### config.mk
export PLATFORM = sky130hd
export DESIGN_NAME = flash_guard
export DESIGN_NICKNAME = d
export VERILOG_FILES = /design/src/rtl/flash_guard_pkg.sv /design/src/rtl/fg_region_match.sv /design/src/rtl/fg_geometry.sv /design/src/rtl/flash_guard.sv
export SDC_FILE = /design/constraint.sdc
export NUM_CORES = 1
export LEC_CHECK = 0
export BUFFER_PORTS_ARGS = -buffer_cell sky130_fd_sc_hd__buf_2
export CAP_MARGIN = 5
export CORE_UTILIZATION = 44
export CTS_CLUSTER_SIZE = 30
export DETAILED_ROUTE_END_ITERATION = 8
export GPL_ROUTABILITY_DRIVEN = 0
export HOLD_SLACK_MARGIN = 0.03
export PLACE_DENSITY = 0.77
export SETUP_SLACK_MARGIN = 0.3
export SLEW_MARGIN = 20
export SYNTH_ARGS = -nofsm -noshare
export SYNTH_HDL_FRONTEND = slang
export SYNTH_SLANG_ARGS = --single-unit
### constraint.sdc
create_clock -name clk -period 3.7 [get_ports clk]
set_clock_uncertainty 0.15 [all_clocks]
set_input_delay 0.74 -clock clk [delete_from_list [all_inputs] [get_ports clk]]
set_output_delay 0.74 -clock clk [all_outputs]
set_load 0.02 [all_outputs]
### src/rtl/flash_guard_pkg.sv
// Shared encodings for the flash access permission checker.
package flash_guard_pkg;
    typedef enum logic [1:0] {
        OP_READ  = 2'd0,
        OP_PROG  = 2'd1,
        OP_ERASE = 2'd2,
        OP_RSVD  = 2'd3
    } fg_op_e;

    typedef enum logic [1:0] {
        RSN_NONE   = 2'd0,
        RSN_REGION = 2'd1,
        RSN_BOUNDS = 2'd2,
        RSN_WINDOW = 2'd3
    } fg_reason_e;
endpackage

### src/rtl/fg_region_match.sv
// Priority lookup of the data-partition protection regions.
// Finds the lowest-index enabled region that holds the given page and
// returns its permission bits. Assumes page counts may reach the whole
// partition, so the end page is computed one bit wider.
module fg_region_match #(
    parameter int NUM_REGIONS = 4,
    parameter int PG_W        = 4
) (
    input  logic                        clk,
    input  logic                        rst_n,
    input  logic [PG_W-1:0]             page,
    input  logic [NUM_REGIONS-1:0]      rgn_en,
    input  logic [NUM_REGIONS*PG_W-1:0] rgn_base,
    input  logic [NUM_REGIONS*(PG_W+1)-1:0] rgn_pages,
    input  logic [NUM_REGIONS-1:0]      rgn_rd,
    input  logic [NUM_REGIONS-1:0]      rgn_prog,
    input  logic [NUM_REGIONS-1:0]      rgn_erase,
    output logic                        found,
    output logic                        perm_rd,
    output logic                        perm_prog,
    output logic                        perm_erase
);
    localparam int SZ_W = PG_W + 1;

    logic [NUM_REGIONS-1:0] hit;
    logic [NUM_REGIONS-1:0] pick;

    // Per-region containment test: base <= page < base + count.
    for (genvar g = 0; g < NUM_REGIONS; g++) begin : g_hit
        logic [PG_W-1:0] base;
        logic [SZ_W:0]   stop;
        assign base   = rgn_base[g*PG_W +: PG_W];
        assign stop   = {2'b00, base} + {1'b0, rgn_pages[g*SZ_W +: SZ_W]};
        assign hit[g] = rgn_en[g] && (page >= base) && ({2'b00, page} < stop);
    end

    // Keep only the lowest-index hit.
    always_comb begin
        pick = '0;
        for (int i = NUM_REGIONS - 1; i >= 0; i--) begin
            if (hit[i]) pick = NUM_REGIONS'(1) << i;
        end
    end

    // Reduce the chosen region to its permission bits.
    assign found      = |pick;
    assign perm_rd    = |(pick & rgn_rd);
    assign perm_prog  = |(pick & rgn_prog);
    assign perm_erase = |(pick & rgn_erase);

    // at most one region decides, and it is an enabled one.
    always_ff @(posedge clk) begin
        if (rst_n) begin
            p_single_winner_r3: assert ($onehot0(pick) && ((pick & ~rgn_en) == '0))
                else $error("region pick not a single enabled region");
        end
    end
endmodule

### src/rtl/fg_geometry.sv
// Bounds and program-window checks for one request.
// Computes the last word touched (start for erase, start+len otherwise)
// one bit wider than the address, so nothing wraps. Assumes the partition
// sizes are given in words.
module fg_geometry
    import flash_guard_pkg::*;
#(
    parameter int ADDR_W     = 9,
    parameter int LEN_W      = 5,
    parameter int DATA_WORDS = 256,
    parameter int INFO_WORDS = 64,
    parameter int WIN_B      = 2
) (
    input  logic [1:0]        op,
    input  logic              part,
    input  logic [ADDR_W-1:0] addr,
    input  logic [LEN_W-1:0]  len,
    output logic              oob,
    output logic              win_cross
);
    localparam int LAST_W = ADDR_W + 1;

    logic [LAST_W-1:0] last;
    logic [LAST_W-1:0] limit;

    // Last word of the span, never truncated.
    always_comb begin
        last = {1'b0, addr};
        if (op != OP_ERASE) last = last + LAST_W'(len);
    end

    // Selected partition size and the two geometry verdicts.
    assign limit     = part ? LAST_W'(INFO_WORDS) : LAST_W'(DATA_WORDS);
    assign oob       = last >= limit;
    assign win_cross = (op == OP_PROG) && (({1'b0, addr} >> WIN_B) != (last >> WIN_B));
endmodule

### src/rtl/flash_guard.sv
// Flash access permission checker (top).
// Judges each request against bounds, program window, and either the
// data-partition regions or the per-page information permissions, with an
// RMA bypass. The verdict is registered: one cycle of latency.
// Assumes PAGE_WORDS and WIN_WORDS are powers of two.
module flash_guard
    import flash_guard_pkg::*;
#(
    parameter int PAGE_WORDS  = 16,
    parameter int NUM_PAGES   = 16,
    parameter int INFO_PAGES  = 4,
    parameter int NUM_REGIONS = 4,
    parameter int WIN_WORDS   = 4,
    parameter int LEN_W       = 5,
    localparam int OFF_W      = $clog2(PAGE_WORDS),
    localparam int PG_W       = $clog2(NUM_PAGES),
    localparam int IP_W       = (INFO_PAGES > 1) ? $clog2(INFO_PAGES) : 1,
    localparam int SZ_W       = PG_W + 1,
    localparam int ADDR_W     = OFF_W + PG_W + 1
) (
    input  logic                        clk,
    input  logic                        rst_n,
    input  logic                        req_valid,
    input  logic [1:0]                  req_op,
    input  logic                        req_part,
    input  logic [ADDR_W-1:0]           req_addr,
    input  logic [LEN_W-1:0]            req_len,
    input  logic                        rma_active,
    input  logic [NUM_REGIONS-1:0]      rgn_en,
    input  logic [NUM_REGIONS*PG_W-1:0] rgn_base,
    input  logic [NUM_REGIONS*SZ_W-1:0] rgn_pages,
    input  logic [NUM_REGIONS-1:0]      rgn_rd,
    input  logic [NUM_REGIONS-1:0]      rgn_prog,
    input  logic [NUM_REGIONS-1:0]      rgn_erase,
    input  logic [INFO_PAGES-1:0]       info_rd,
    input  logic [INFO_PAGES-1:0]       info_prog,
    input  logic [INFO_PAGES-1:0]       info_erase,
    output logic                        rsp_valid,
    output logic                        rsp_allow,
    output logic [1:0]                  rsp_reason,
    output logic [7:0]                  win_words
);
    localparam int WIN_B = $clog2(WIN_WORDS);

    logic oob, win_cross;
    logic found, d_rd, d_prog, d_erase;
    logic [PG_W-1:0] page;
    logic [IP_W-1:0] ipage;
    logic permitted;
    fg_reason_e reason_d;

    assign page  = req_addr[OFF_W +: PG_W];
    assign ipage = req_addr[OFF_W +: IP_W];

    fg_geometry #(
        .ADDR_W(ADDR_W), .LEN_W(LEN_W),
        .DATA_WORDS(NUM_PAGES * PAGE_WORDS), .INFO_WORDS(INFO_PAGES * PAGE_WORDS),
        .WIN_B(WIN_B)
    ) u_geo (
        .op(req_op), .part(req_part), .addr(req_addr), .len(req_len),
        .oob(oob), .win_cross(win_cross)
    );

    fg_region_match #(.NUM_REGIONS(NUM_REGIONS), .PG_W(PG_W)) u_rgn (
        .clk(clk), .rst_n(rst_n), .page(page),
        .rgn_en(rgn_en), .rgn_base(rgn_base), .rgn_pages(rgn_pages),
        .rgn_rd(rgn_rd), .rgn_prog(rgn_prog), .rgn_erase(rgn_erase),
        .found(found), .perm_rd(d_rd), .perm_prog(d_prog), .perm_erase(d_erase)
    );

    // Permission for the operation from the partition's own table.
    always_comb begin
        permitted = 1'b0;
        unique case (req_op)
            OP_READ:  permitted = req_part ? info_rd[ipage]    : (found && d_rd);
            OP_PROG:  permitted = req_part ? info_prog[ipage]  : (found && d_prog);
            OP_ERASE: permitted = req_part ? info_erase[ipage] : (found && d_erase);
            default:  permitted = 1'b0;
        endcase
    end

    // Rank the reasons: bounds, window, reserved op, then RMA bypass or table.
    always_comb begin
        if (oob)                      reason_d = RSN_BOUNDS;
        else if (win_cross)           reason_d = RSN_WINDOW;
        else if (req_op == OP_RSVD)   reason_d = RSN_REGION;
        else if (rma_active)          reason_d = RSN_NONE;
        else if (permitted)           reason_d = RSN_NONE;
        else                          reason_d = RSN_REGION;
    end

    // Register the verdict; outputs are quiet without a request.
    always_ff @(posedge clk) begin
        if (!rst_n) begin
            rsp_valid  <= 1'b0;
            rsp_allow  <= 1'b0;
            rsp_reason <= RSN_NONE;
        end else begin
            rsp_valid  <= req_valid;
            rsp_allow  <= req_valid && (reason_d == RSN_NONE);
            rsp_reason <= req_valid ? reason_d : RSN_NONE;
        end
    end

    assign win_words = 8'(WIN_WORDS);

    // the verdict follows the request by exactly one cycle.
    p_latency_r1: assert property (@(posedge clk) disable iff (!rst_n)
        req_valid |=> rsp_valid)
        else $error("verdict missing one cycle after request");

    // allow and a non-zero reason never appear together.
    p_allow_clean_r9: assert property (@(posedge clk) disable iff (!rst_n)
        rsp_allow |-> (rsp_valid && rsp_reason == RSN_NONE))
        else $error("allow with an error reason");

    // an out-of-range span always ends as a bounds error.
    p_bounds_r6: assert property (@(posedge clk) disable iff (!rst_n)
        (req_valid && oob) |=> (rsp_reason == RSN_BOUNDS && !rsp_allow))
        else $error("out-of-range span not reported");

    // erase and read never report a window error.
    p_window_prog_only_r7: assert property (@(posedge clk) disable iff (!rst_n)
        (req_valid && req_op != OP_PROG) |=> (rsp_reason != RSN_WINDOW))
        else $error("window error on a non-program request");

    // RMA lets every valid, geometrically sound request through.
    p_rma_bypass_r8: assert property (@(posedge clk) disable iff (!rst_n)
        (req_valid && rma_active && req_op != OP_RSVD && !oob && !win_cross) |=> rsp_allow)
        else $error("RMA bypass did not allow");
endmodule

==> results.sh, run 1 <==
export IMPL_fraction_of_the_mapped_netlist_area_in_adder_cells=0.3401
export IMPL_ctsLongestPathBuffers=2
export IMPL_critical_path_peak_fanout=2
export IMPL_cell_seen_most_often_among_critical_path_stages="sky130_fd_sc_hd__nor2_2"
export IMPL_hpwlAfterDp_um=4664
export IMPL_fillCellCount=384
export IMPL_max_cap_viol_count=0
export IMPL_finish_instance_area_sq_um=3217
export IMPL_timing_critical_path_cells="buf_8, ha_4, inv_2, fa_2, xor2_1, ha_2, o21a_1, nor2_2, a2111oi_4, nor2_2, or3b_1, a41o_1, o311a_1, o2111a_1"
export IMPL_met2WireLength_um=3126
export IMPL_yosys_top_cells_area="sky130_fd_sc_hd__ha_1, sky130_fd_sc_hd__inv_1, sky130_fd_sc_hd__a21o_1"
export IMPL_cts_sinks=4
export IMPL_num_rows=25
export IMPL_maxClockFrequency_mhz=281.1
export IMPL_globalRouteTotalUtil=0.2267
export IMPL_antenna_found_initial=0
export IMPL_internal_power_mw=0.3583
export IMPL_final_period_minus_worst_setup_slack_ns=3.558
export IMPL_critPathRequiredTime_ns=3.65
export IMPL_synth_xor_area_frac=0.06455
export IMPL_final_period_utilization=0.9615
export IMPL_yosys_cell_types_count=55
export IMPL_synth_top_cell_by_area="sky130_fd_sc_hd__ha_1"
export IMPL_cts_tree="done"
export IMPL_synth_ff_latch_count=4
export IMPL_fp_dieW_um=72.24
export IMPL_timing_hold_violations_final=0
export IMPL_power_share_switching=0.4158
export IMPL_synth_enable_flop_cells=0
export IMPL_timing_critical_path_slowest_cell_delay_ns=0.38
export IMPL_finalSetupTns_ns=0
export IMPL_synth_cell_area_sq_um=2171
export IMPL_dr_total_vias=2368
export IMPL_rsz_0062_raised_after_global_routing="yes"
export IMPL_numPortBuffers=88
export IMPL_maxSlewViolCount=0
export IMPL_placed_area_sq_um=2824
export IMPL_netlist_instances=259
export IMPL_postSynthAreaPerCell_sq_um=8.382
export IMPL_dominantRegCellSynth="sky130_fd_sc_hd__dfxtp_1"
export IMPL_cts_made_buffers=3
export IMPL_total_power_mw=0.6134
export IMPL_synth_async_sr_flop_share=0
export IMPL_synth_top_area_share=0.2939
export IMPL_netSwitchingPower_mw=0.2551
export IMPL_synth_top_family_by_area="adder cells"
export IMPL_grt_max_degree=12
export IMPL_yosys_mux_area_fraction=0.05072
export IMPL_power_clock_fraction=0.148
export IMPL_vias_per_cell=5.406
export IMPL_drc=0
export IMPL_synth_compound_area_share=0.2548
export IMPL_timing_critical_path_to_type="register"
export IMPL_antenna_cells=0
export IMPL_core_area_sq_um=4723
export IMPL_clk_transition_reported_paths_ns=0.03
export IMPL_finalWirelength_um=6029
export IMPL_power_leakage_nw=1.611
export IMPL_critical_path_arrival_ns=3.51
export IMPL_grt_pass1_vias=2360
export IMPL_floorplan_initialDensity=0.4596
export IMPL_io_pins=97
export IMPL_floorplan_die_height_um=72.24
export IMPL_synthesis_yosys_warnings=0
export IMPL_clock_tree_root_cell="sky130_fd_sc_hd__clkbuf_8"
export IMPL_drt_pre_antenna_iters=4
export IMPL_crit_type="in -> reg"
export IMPL_power_density_nw_per_um2=190.7
export IMPL_final_report_setup_violation_count=0
export IMPL_htreeDepth=1
export IMPL_maximum_vdd_ir_drop_uv=95.77
export IMPL_length_of_routed_wiring_on_met1_um=2415
export IMPL_seq_power_share=0.075
export IMPL_crit_path_launch_type="input pin"
export IMPL_wl_met3_um=305
export IMPL_route_top_layer_used="met4"
export IMPL_num_nets_final=514
export IMPL_antenna_left=0
export IMPL_ctsHoldBuffers=0
export IMPL_grt_first_pass_wirelength_um=9542
export IMPL_drive_gt1_frac=0.4609
export IMPL_area_added_between_synthesis_and_finish_pct=48.18
export IMPL_synth_seq_area_share=0.03689
export IMPL_simple_gate_area_share_of_the_yosys_netlist=0.1637
export IMPL_critPathSlowestCell="sky130_fd_sc_hd__or3b_1"
export IMPL_globalRoute_totalOverflow=0
export IMPL_comb_power_share=0.777
export IMPL_status="finished clean"
export IMPL_holdCritPathClass="in -> reg"
export IMPL_dr_first_iter_drc_count=100
export IMPL_floorplan_die_area_sq_um=5219
export IMPL_routedWlPerCell_um=13.76
-- synth_stat cells (2+ instances only) --
| cell type | count |
|---|---|
| sky130_fd_sc_hd__a2111oi_1 | 2 |
| sky130_fd_sc_hd__nor2b_1 | 3 |
| sky130_fd_sc_hd__or4_1 | 2 |
| sky130_fd_sc_hd__nand2b_1 | 14 |
| sky130_fd_sc_hd__mux4_2 | 3 |
| sky130_fd_sc_hd__xor2_1 | 10 |
| sky130_fd_sc_hd__buf_2 | 2 |
| sky130_fd_sc_hd__mux2_2 | 2 |
| sky130_fd_sc_hd__fa_1 | 5 |
| sky130_fd_sc_hd__a2111oi_0 | 4 |
| sky130_fd_sc_hd__a311o_1 | 2 |
| sky130_fd_sc_hd__a2111o_1 | 2 |
| sky130_fd_sc_hd__nor3_1 | 2 |
| sky130_fd_sc_hd__xnor2_1 | 6 |
| sky130_fd_sc_hd__nand2_1 | 6 |
| sky130_fd_sc_hd__ha_1 | 51 |
| sky130_fd_sc_hd__a21o_1 | 14 |
| sky130_fd_sc_hd__o211ai_1 | 4 |
| sky130_fd_sc_hd__mux2i_1 | 2 |
| sky130_fd_sc_hd__a211o_1 | 2 |
| sky130_fd_sc_hd__dfxtp_1 | 4 |
| sky130_fd_sc_hd__o22ai_1 | 2 |
| sky130_fd_sc_hd__nand3_1 | 3 |
| sky130_fd_sc_hd__o2111a_1 | 3 |
| sky130_fd_sc_hd__a21oi_1 | 13 |
| sky130_fd_sc_hd__o21a_1 | 5 |
| sky130_fd_sc_hd__o21ai_0 | 5 |
| sky130_fd_sc_hd__and2_1 | 2 |
| sky130_fd_sc_hd__buf_4 | 8 |
| sky130_fd_sc_hd__o2111ai_1 | 2 |
| sky130_fd_sc_hd__nor2_1 | 18 |
| sky130_fd_sc_hd__inv_1 | 30 |
| sky130_fd_sc_hd__conb_1 | 2 |
| sky130_fd_sc_hd__a211oi_1 | 3 |
-- kinds of logic (layout without fill, tap and decap cells) --
kind of cell / count (synthesis) / after routing
AOI/OAI and AO/OA: 71 / 71
and+or+nand+nor: 62 / 62
adders and majority gates: 56 / 56
buffers and inverters: 41 / 147
xor gates and xnor gates: 16 / 16
muxes: 7 / 7
DFF: 4 / 4
other: 2 / 8
-- area by class of cell --
| class | instances | area [sq um] | area share |
|---|---|---|---|
| clock buffers | 3 | 41.29 | 0.01284 |
| repair buffers | 114 | 700.7 | 0.2178 |
| inverters | 30 | 112.6 | 0.03501 |
| flip-flops and latches | 4 | 80.08 | 0.02489 |
| well taps | 67 | 83.83 | 0.02606 |
| multi-input cells | 220 | 2198 | 0.6834 |
-- power groups by stage --
stage               Combinational [mW]  Clock, mW  Sequential, mW
finish                           0.476     0.0908          0.0461
global route                     0.525     0.0961          0.0464
global placement                 0.373          0          0.0468
floorplan                        0.260          0          0.0497
detailed placement               0.386          0          0.0468
CTS                              0.439     0.0922          0.0462
-- worst paths after layout --
| kind | slack (ns) | depth (start not counted) | endpoint | startpoint |
|---|---|---|---|---|
| worst max-delay path | 0.14 | 14 | rsp_reason[0]$_SDFF_PN0_ | rgn_base[8] |
| worst min-delay path | 0.65 | 2 | rsp_valid$_SDFF_PN0_ | req_valid |
-- flip-flops by register name, indices dropped and copies added, names as in the netlist --
signal / flops
rsp_allow: 1
rsp_valid: 1
rsp_reason: 2
-- critical path, delay by kind of cell --
kind	cells	cell delay, ns
compound gates	5	1.18
xor+xnor	1	0.16
fa+ha+maj	3	0.78
buf+inv	2	0.11
simple gates	3	0.53
-- routing by layer --
metal / vias to the layer above / GRT usage
met1: 1091 / 0.2506
met4: 0 / 0.07625
met3: 20 / 0.02083
met5: - / 0
met2: 85 / 0.4465
li1: 1172 / -
-- what timing repair did --
action	CTS	global route
pin swaps	22	27
hold endpoints to repair	0	0
setup buffers	4	3
endpoints found under the setup margin	2	3
resized for setup	34	30
-- per-stage QoR --
step	setup WS, ns	hold WS, ns	utilization	instances
2_1_floorplan	0.08946	0.7607	-	265
3_3_place_gp	-0.2610	0.8694	0.5979	428
3_5_place_dp	-0.3617	0.8698	0.5979	428
4_1_cts	0.1144	0.6497	0.6503	435
5_1_grt	0.04062	0.6798	0.6811	438
6_report	0.1423	0.6508	0.6811	438
-- cells in the final DEF (no fill, tap or decap), types with 4 or more instances in the layout --
cell type	Yosys	final
sky130_fd_sc_hd__nand2b_1	14	13
sky130_fd_sc_hd__a21o_1	14	14
sky130_fd_sc_hd__xnor2_1	6	6
sky130_fd_sc_hd__ha_4	0	7
sky130_fd_sc_hd__inv_1	30	24
sky130_fd_sc_hd__buf_2	2	80
sky130_fd_sc_hd__nand2_1	6	6
sky130_fd_sc_hd__a2111oi_4	1	4
sky130_fd_sc_hd__a21oi_2	0	4
sky130_fd_sc_hd__dfxtp_1	4	4
sky130_fd_sc_hd__a21oi_1	13	9
sky130_fd_sc_hd__buf_6	0	6
sky130_fd_sc_hd__ha_2	0	4
sky130_fd_sc_hd__xor2_1	10	9
sky130_fd_sc_hd__o21a_1	5	5
sky130_fd_sc_hd__nor2_1	18	14
sky130_fd_sc_hd__nor2_2	1	5
sky130_fd_sc_hd__ha_1	51	40
sky130_fd_sc_hd__inv_2	0	6
sky130_fd_sc_hd__conb_1	2	8
sky130_fd_sc_hd__o211ai_1	4	4
sky130_fd_sc_hd__buf_4	8	25
Power figures use the tool's default switching activity.
==> run 2, diff against run 1 <==
--- a/config.mk
+++ b/config.mk
@@ -12,7 +12,7 @@
 export DETAILED_ROUTE_END_ITERATION = 8
 export GPL_ROUTABILITY_DRIVEN = 0
 export HOLD_SLACK_MARGIN = 0.03
-export PLACE_DENSITY = 0.77
+export PLACE_DENSITY_LB_ADDON = 0.05
 export SETUP_SLACK_MARGIN = 0.3
 export SLEW_MARGIN = 20
 export SYNTH_ARGS = -nofsm -noshare
==> results.sh, run 2 (synthesis gave the netlist of run 1 again) <==
export IMPL_antenna_found_initial=0
export IMPL_route_top_layer_used="met3"
export IMPL_drt_pre_antenna_iters=4
export IMPL_maxSlewViolCount=0
export IMPL_critical_path_peak_fanout=6
export IMPL_hold_slack_ns=0.6605
export IMPL_wl_met3_um=241
export IMPL_dr_first_iter_drc_count=64
export IMPL_drive_gt1_frac=0.4533
export IMPL_cts_tree="done"
export IMPL_vias_per_cell=5.165
export IMPL_critical_path_arrival_ns=3.66
export IMPL_holdCritPathClass="in -> reg"
export IMPL_floorplan_initialDensity=0.4596
export IMPL_grt_pass1_vias=2178
export IMPL_fillCellCount=399
export IMPL_cts_sinks=4
export IMPL_crit_type="in -> reg"
export IMPL_largest_register_ffs=2
export IMPL_clock_tree_root_cell="sky130_fd_sc_hd__clkbuf_8"
export IMPL_largest_register="rsp_reason"
export IMPL_io_pins=97
export IMPL_power_density_nw_per_um2=189.4
export IMPL_htreeDepth=1
export IMPL_antenna_left=0
export IMPL_placed_area_sq_um=2854
export IMPL_timing_critical_path_to_type="register"
export IMPL_globalRoute_totalOverflow=0
export IMPL_area_added_between_synthesis_and_finish_pct=49.86
export IMPL_core_area_sq_um=4723
export IMPL_met2WireLength_um=2886
export IMPL_crit_path_launch_type="input pin"
export IMPL_finalWirelength_um=5659
export IMPL_grt_first_pass_wirelength_um=9080
export IMPL_power_leakage_nw=1.633
export IMPL_numPortBuffers=88
export IMPL_hpwlAfterDp_um=4535
export IMPL_length_of_routed_wiring_on_met1_um=2531
export IMPL_layout_top_registers="rsp_reason (2), rsp_allow (1), rsp_valid (1)"
export IMPL_floorplan_die_area_sq_um=5219
export IMPL_fp_dieW_um=72.24
export IMPL_layout_setup_ws_ns=0.04533
export IMPL_max_cap_viol_count=0
export IMPL_mostFrequentLayoutCell="sky130_fd_sc_hd__buf_2"
export IMPL_maxClockFrequency_mhz=273.6
export IMPL_rsz_0062_raised_after_global_routing="yes"
export IMPL_critPathRequiredTime_ns=3.70
export IMPL_pre_cts_slack_ns=-0.3388
export IMPL_maximum_vdd_ir_drop_uv=226.0
export IMPL_timing_hold_violations_final=0
export IMPL_antenna_cells=0
export IMPL_globalRouteTotalUtil=0.2142
export IMPL_status="finished clean"
export IMPL_floorplan_die_height_um=72.24
export IMPL_most_used_cells_in_the_layout_excluding_fill_and_tap_cells="sky130_fd_sc_hd__buf_2, sky130_fd_sc_hd__ha_1, sky130_fd_sc_hd__buf_4"
export IMPL_final_report_setup_violation_count=0
export IMPL_final_period_utilization=0.9877
export IMPL_grt_max_degree=12
export IMPL_ctsLongestPathBuffers=2
export IMPL_clk_transition_reported_paths_ns=0.03
export IMPL_finish_instance_area_sq_um=3253
export IMPL_dr_total_vias=2283
export IMPL_routedWlPerCell_um=12.80
export IMPL_cts_made_buffers=3
export IMPL_final_period_minus_worst_setup_slack_ns=3.655
export IMPL_num_nets_final=518
export IMPL_drc=0
export IMPL_num_rows=25
==> run 2: cell count changes in the layout (fill, tap and decap cells not counted), sizes merged <==
cell,before,now
buf,114,118
==> run 2: final timing paths <==
path	to	cells past startpoint	slack, ns	start
worst max-delay path	rsp_reason[0]$_SDFF_PN0_	16	0.05	rgn_base[0]
worst min-delay path	rsp_valid$_SDFF_PN0_	2	0.66	req_valid
==> run 2: critical path: stages <==
cell and delay (ns):
sky130_fd_sc_hd__buf_4 0.10, sky130_fd_sc_hd__ha_4 0.12, sky130_fd_sc_hd__inv_1 0.05, sky130_fd_sc_hd__fa_2 0.34, sky130_fd_sc_hd__xor2_1 0.16, sky130_fd_sc_hd__ha_2 0.29, sky130_fd_sc_hd__o21a_1 0.19, sky130_fd_sc_hd__nor2_2 0.12
sky130_fd_sc_hd__a2111oi_4 0.07, sky130_fd_sc_hd__buf_4 0.15, sky130_fd_sc_hd__or2_4 0.27, sky130_fd_sc_hd__buf_6 0.13, sky130_fd_sc_hd__o2111a_1 0.12, sky130_fd_sc_hd__o41ai_2 0.33, sky130_fd_sc_hd__o311a_1 0.27, sky130_fd_sc_hd__o2111a_1 0.21
==> run 2: power by group <==
group          internal (mW)  total (mW)  switching, mW
logic                  0.252       0.480          0.228
registers             0.0457      0.0462       0.000500
clock network         0.0692      0.0894         0.0203
total                  0.367       0.616          0.249
==> run 2: what timing repair did <==
item                       4_1_cts  5_1_grt
resized for setup               18       40
gates cloned                     0        0
setup endpoints to repair        2        3
buffers inserted                 1        6
pin swaps                       11       30
hold buffers                     0        0
==> run 2: final cells by class <==
cell class              instances  area [sq um]  area share
well taps                      67         83.83     0.02577
multi-input cells             220          2216      0.6812
clock buffers                   3         41.29     0.01269
repair buffers                118         719.4      0.2212
inverters                      30         112.6     0.03462
flip-flops and latches          4         80.08     0.02462
==> run 2: per-layer routing <==
layer / vias to the layer above / GRT usage
li1: 1179 / -
met1: 1039 / 0.2679
met2: 65 / 0.4185
met3: 0 / 0.01528
met4: 0 / 0.006536
met5: - / 0
==> run 2: per-stage QoR <==
| stage | util | TNS (ns) | instances | power, mW |
|---|---|---|---|---|
| floorplan | - | 0 | 265 | 0.3094 |
| finish | 0.6887 | 0 | 442 | 0.6161 |
| global route | 0.6887 | -0.1270 | 442 | 0.6769 |
| detailed placement | 0.6042 | -0.6162 | 432 | 0.4367 |
| CTS | 0.6376 | 0 | 436 | 0.5639 |
| global placement | 0.6042 | -0.5435 | 432 | 0.4309 |
==> run 3, diff against run 2 <==
--- a/config.mk
+++ b/config.mk
@@ -12,7 +12,8 @@
 export DETAILED_ROUTE_END_ITERATION = 8
 export GPL_ROUTABILITY_DRIVEN = 0
 export HOLD_SLACK_MARGIN = 0.03
-export PLACE_DENSITY_LB_ADDON = 0.05
+export PLACE_DENSITY = 0.78
+export RECOVER_POWER = 100
 export SETUP_SLACK_MARGIN = 0.3
 export SLEW_MARGIN = 20
 export SYNTH_ARGS = -nofsm -noshare
==> results.sh, run 3 (synthesis gave the netlist of run 1 again) <==
export IMPL_crit_path_launch_type="input pin"
export IMPL_core_area_sq_um=4723
export IMPL_cts_made_buffers=3
export IMPL_power_leakage_nw=1.562
export IMPL_globalRoute_totalOverflow=0
export IMPL_cts_tree="done"
export IMPL_final_period_minus_worst_setup_slack_ns=3.611
export IMPL_maxClockFrequency_mhz=276.9
export IMPL_post_layout_nonfiller_instances=435
export IMPL_status="finished clean"
export IMPL_antenna_left=0
export IMPL_num_rows=25
export IMPL_largest_register_ffs=2
export IMPL_floorplan_initialDensity=0.4596
export IMPL_placedCellCount=427
export IMPL_grt_first_pass_wirelength_um=9011
export IMPL_comb_power_share=0.769
export IMPL_ctsLongestPathBuffers=2
export IMPL_layout_top_registers="rsp_reason (2), rsp_allow (1), rsp_valid (1)"
export IMPL_final_report_setup_violation_count=0
export IMPL_io_pins=97
export IMPL_mostFrequentLayoutCell="sky130_fd_sc_hd__buf_2"
export IMPL_cts_sinks=4
export IMPL_timing_hold_violations_final=0
export IMPL_hpwlAfterDp_um=4869
export IMPL_globalRouteTotalUtil=0.2141
export IMPL_power_share_switching=0.4105
export IMPL_num_nets_final=511
export IMPL_max_cap_viol_count=0
export IMPL_dr_total_vias=2302
export IMPL_most_used_cells_in_the_layout_excluding_fill_and_tap_cells="sky130_fd_sc_hd__buf_2, sky130_fd_sc_hd__ha_1, sky130_fd_sc_hd__inv_1"
export IMPL_critPathRequiredTime_ns=3.65
export IMPL_hold_path_cell_count=2
export IMPL_grt_pass1_vias=2147
export IMPL_area_added_between_synthesis_and_finish_pct=42.42
export IMPL_maximum_vdd_ir_drop_uv=109.2
export IMPL_drc=0
export IMPL_numPortBuffers=88
export IMPL_timing_critical_path_to_type="register"
export IMPL_vias_per_cell=5.292
export IMPL_antenna_cells=0
export IMPL_critical_path_arrival_ns=3.57
export IMPL_ctsHoldBuffers=0
export IMPL_grt_max_degree=12
export IMPL_finalSetupTns_ns=0
export IMPL_largest_register="rsp_reason"
export IMPL_power_density_nw_per_um2=192.0
export IMPL_finalWirelength_um=5634
export IMPL_floorplan_die_area_sq_um=5219
export IMPL_crit_type="in -> reg"
export IMPL_routedWlPerCell_um=12.95
export IMPL_htreeDepth=1
export IMPL_clock_tree_root_cell="sky130_fd_sc_hd__clkbuf_8"
export IMPL_critical_path_peak_fanout=4
export IMPL_drt_pre_antenna_iters=4
export IMPL_drive_gt1_frac=0.4103
export IMPL_netSwitchingPower_mw=0.2437
export IMPL_total_power_mw=0.5936
export IMPL_dr_first_iter_drc_count=41
export IMPL_internal_power_mw=0.3499
export IMPL_holdCritPathClass="in -> reg"
export IMPL_floorplan_die_height_um=72.24
export IMPL_seq_power_share=0.078
export IMPL_maxSlewViolCount=0
export IMPL_clk_transition_reported_paths_ns=0.03
export IMPL_antenna_found_initial=0
export IMPL_final_period_utilization=0.9760
export IMPL_fp_dieW_um=72.24
export IMPL_rsz_0062_raised_after_global_routing="yes"
export IMPL_power_clock_fraction=0.153
run 3: changes by cell type in the layout (fill, tap and decap cells not counted), sizes merged:
cell	delta
clkbuf	+4
buf	-11
run 3: path summary, 6_finish.rpt:
check	from	endpoint
max	rgn_pages[0]	rsp_reason[0]$_SDFF_PN0_
min	req_valid	rsp_valid$_SDFF_PN0_
run 3: routing by layer:
layer  vias to the layer above  track usage  part of all wire
met5                         -            0                 0
met4                         0      0.03704            0.0082
met3                         6      0.01944             0.043
met2                        72       0.4341              0.53
met1                      1060       0.2402              0.42
li1                       1164            -                 -
run 3: critical path, stage by stage:
cell	delay [ns]
sky130_fd_sc_hd__buf_6	0.10
sky130_fd_sc_hd__ha_4	0.15
sky130_fd_sc_hd__inv_2	0.05
sky130_fd_sc_hd__fa_2	0.45
sky130_fd_sc_hd__ha_4	0.26
sky130_fd_sc_hd__a2111oi_4	0.40
sky130_fd_sc_hd__a2111oi_4	0.07
sky130_fd_sc_hd__or2_4	0.28
sky130_fd_sc_hd__buf_6	0.12
sky130_fd_sc_hd__a21boi_0	0.11
sky130_fd_sc_hd__a41o_1	0.22
sky130_fd_sc_hd__o311a_1	0.37
sky130_fd_sc_hd__o2111a_1	0.23
run 3: what timing repair did:
item | in CTS | in global routing
endpoints found under the hold margin | 0 | 0
resized for setup | 31 | 9
buffers inserted | 1 | 4
pin swaps | 17 | 17
endpoints found under the setup margin | 2 | 3
run 3: cell type report:
type | instances | area [sq um]
Clock buffer | 3 | 41.29
Fill cell | 412 | 1632
Inverter | 30 | 112.6
Multi-Input combinational cell | 220 | 2133
Sequential cell | 4 | 80.08
Tap cell | 67 | 83.83
Timing Repair Buffer | 111 | 640.6
run 3: per-stage QoR:
| step | instance area (sq um) | utilization | setup WS, ns | hold slack, ns |
|---|---|---|---|---|
| floorplan | 2231 | - | 0.08946 | 0.7607 |
| finish | 3092 | 0.6546 | 0.08868 | 0.6919 |
| global route | 3092 | 0.6546 | -0.06108 | 0.7138 |
| CTS | 3028 | 0.6411 | 0.1344 | 0.6571 |
| global placement | 2816 | 0.5963 | -0.1763 | 0.8679 |
| detailed placement | 2816 | 0.5963 | -0.2754 | 0.8761 |
run 3: power by group through the flow:
stage	sequential (mW)	clock, mW	combinational [mW]
final	0.0462	0.0908	0.457
after global routing	0.0465	0.0939	0.505
after CTS	0.0461	0.0922	0.439
after detailed placement	0.0468	0	0.389
after global placement	0.0468	0	0.372
after floorplan	0.0497	0	0.260
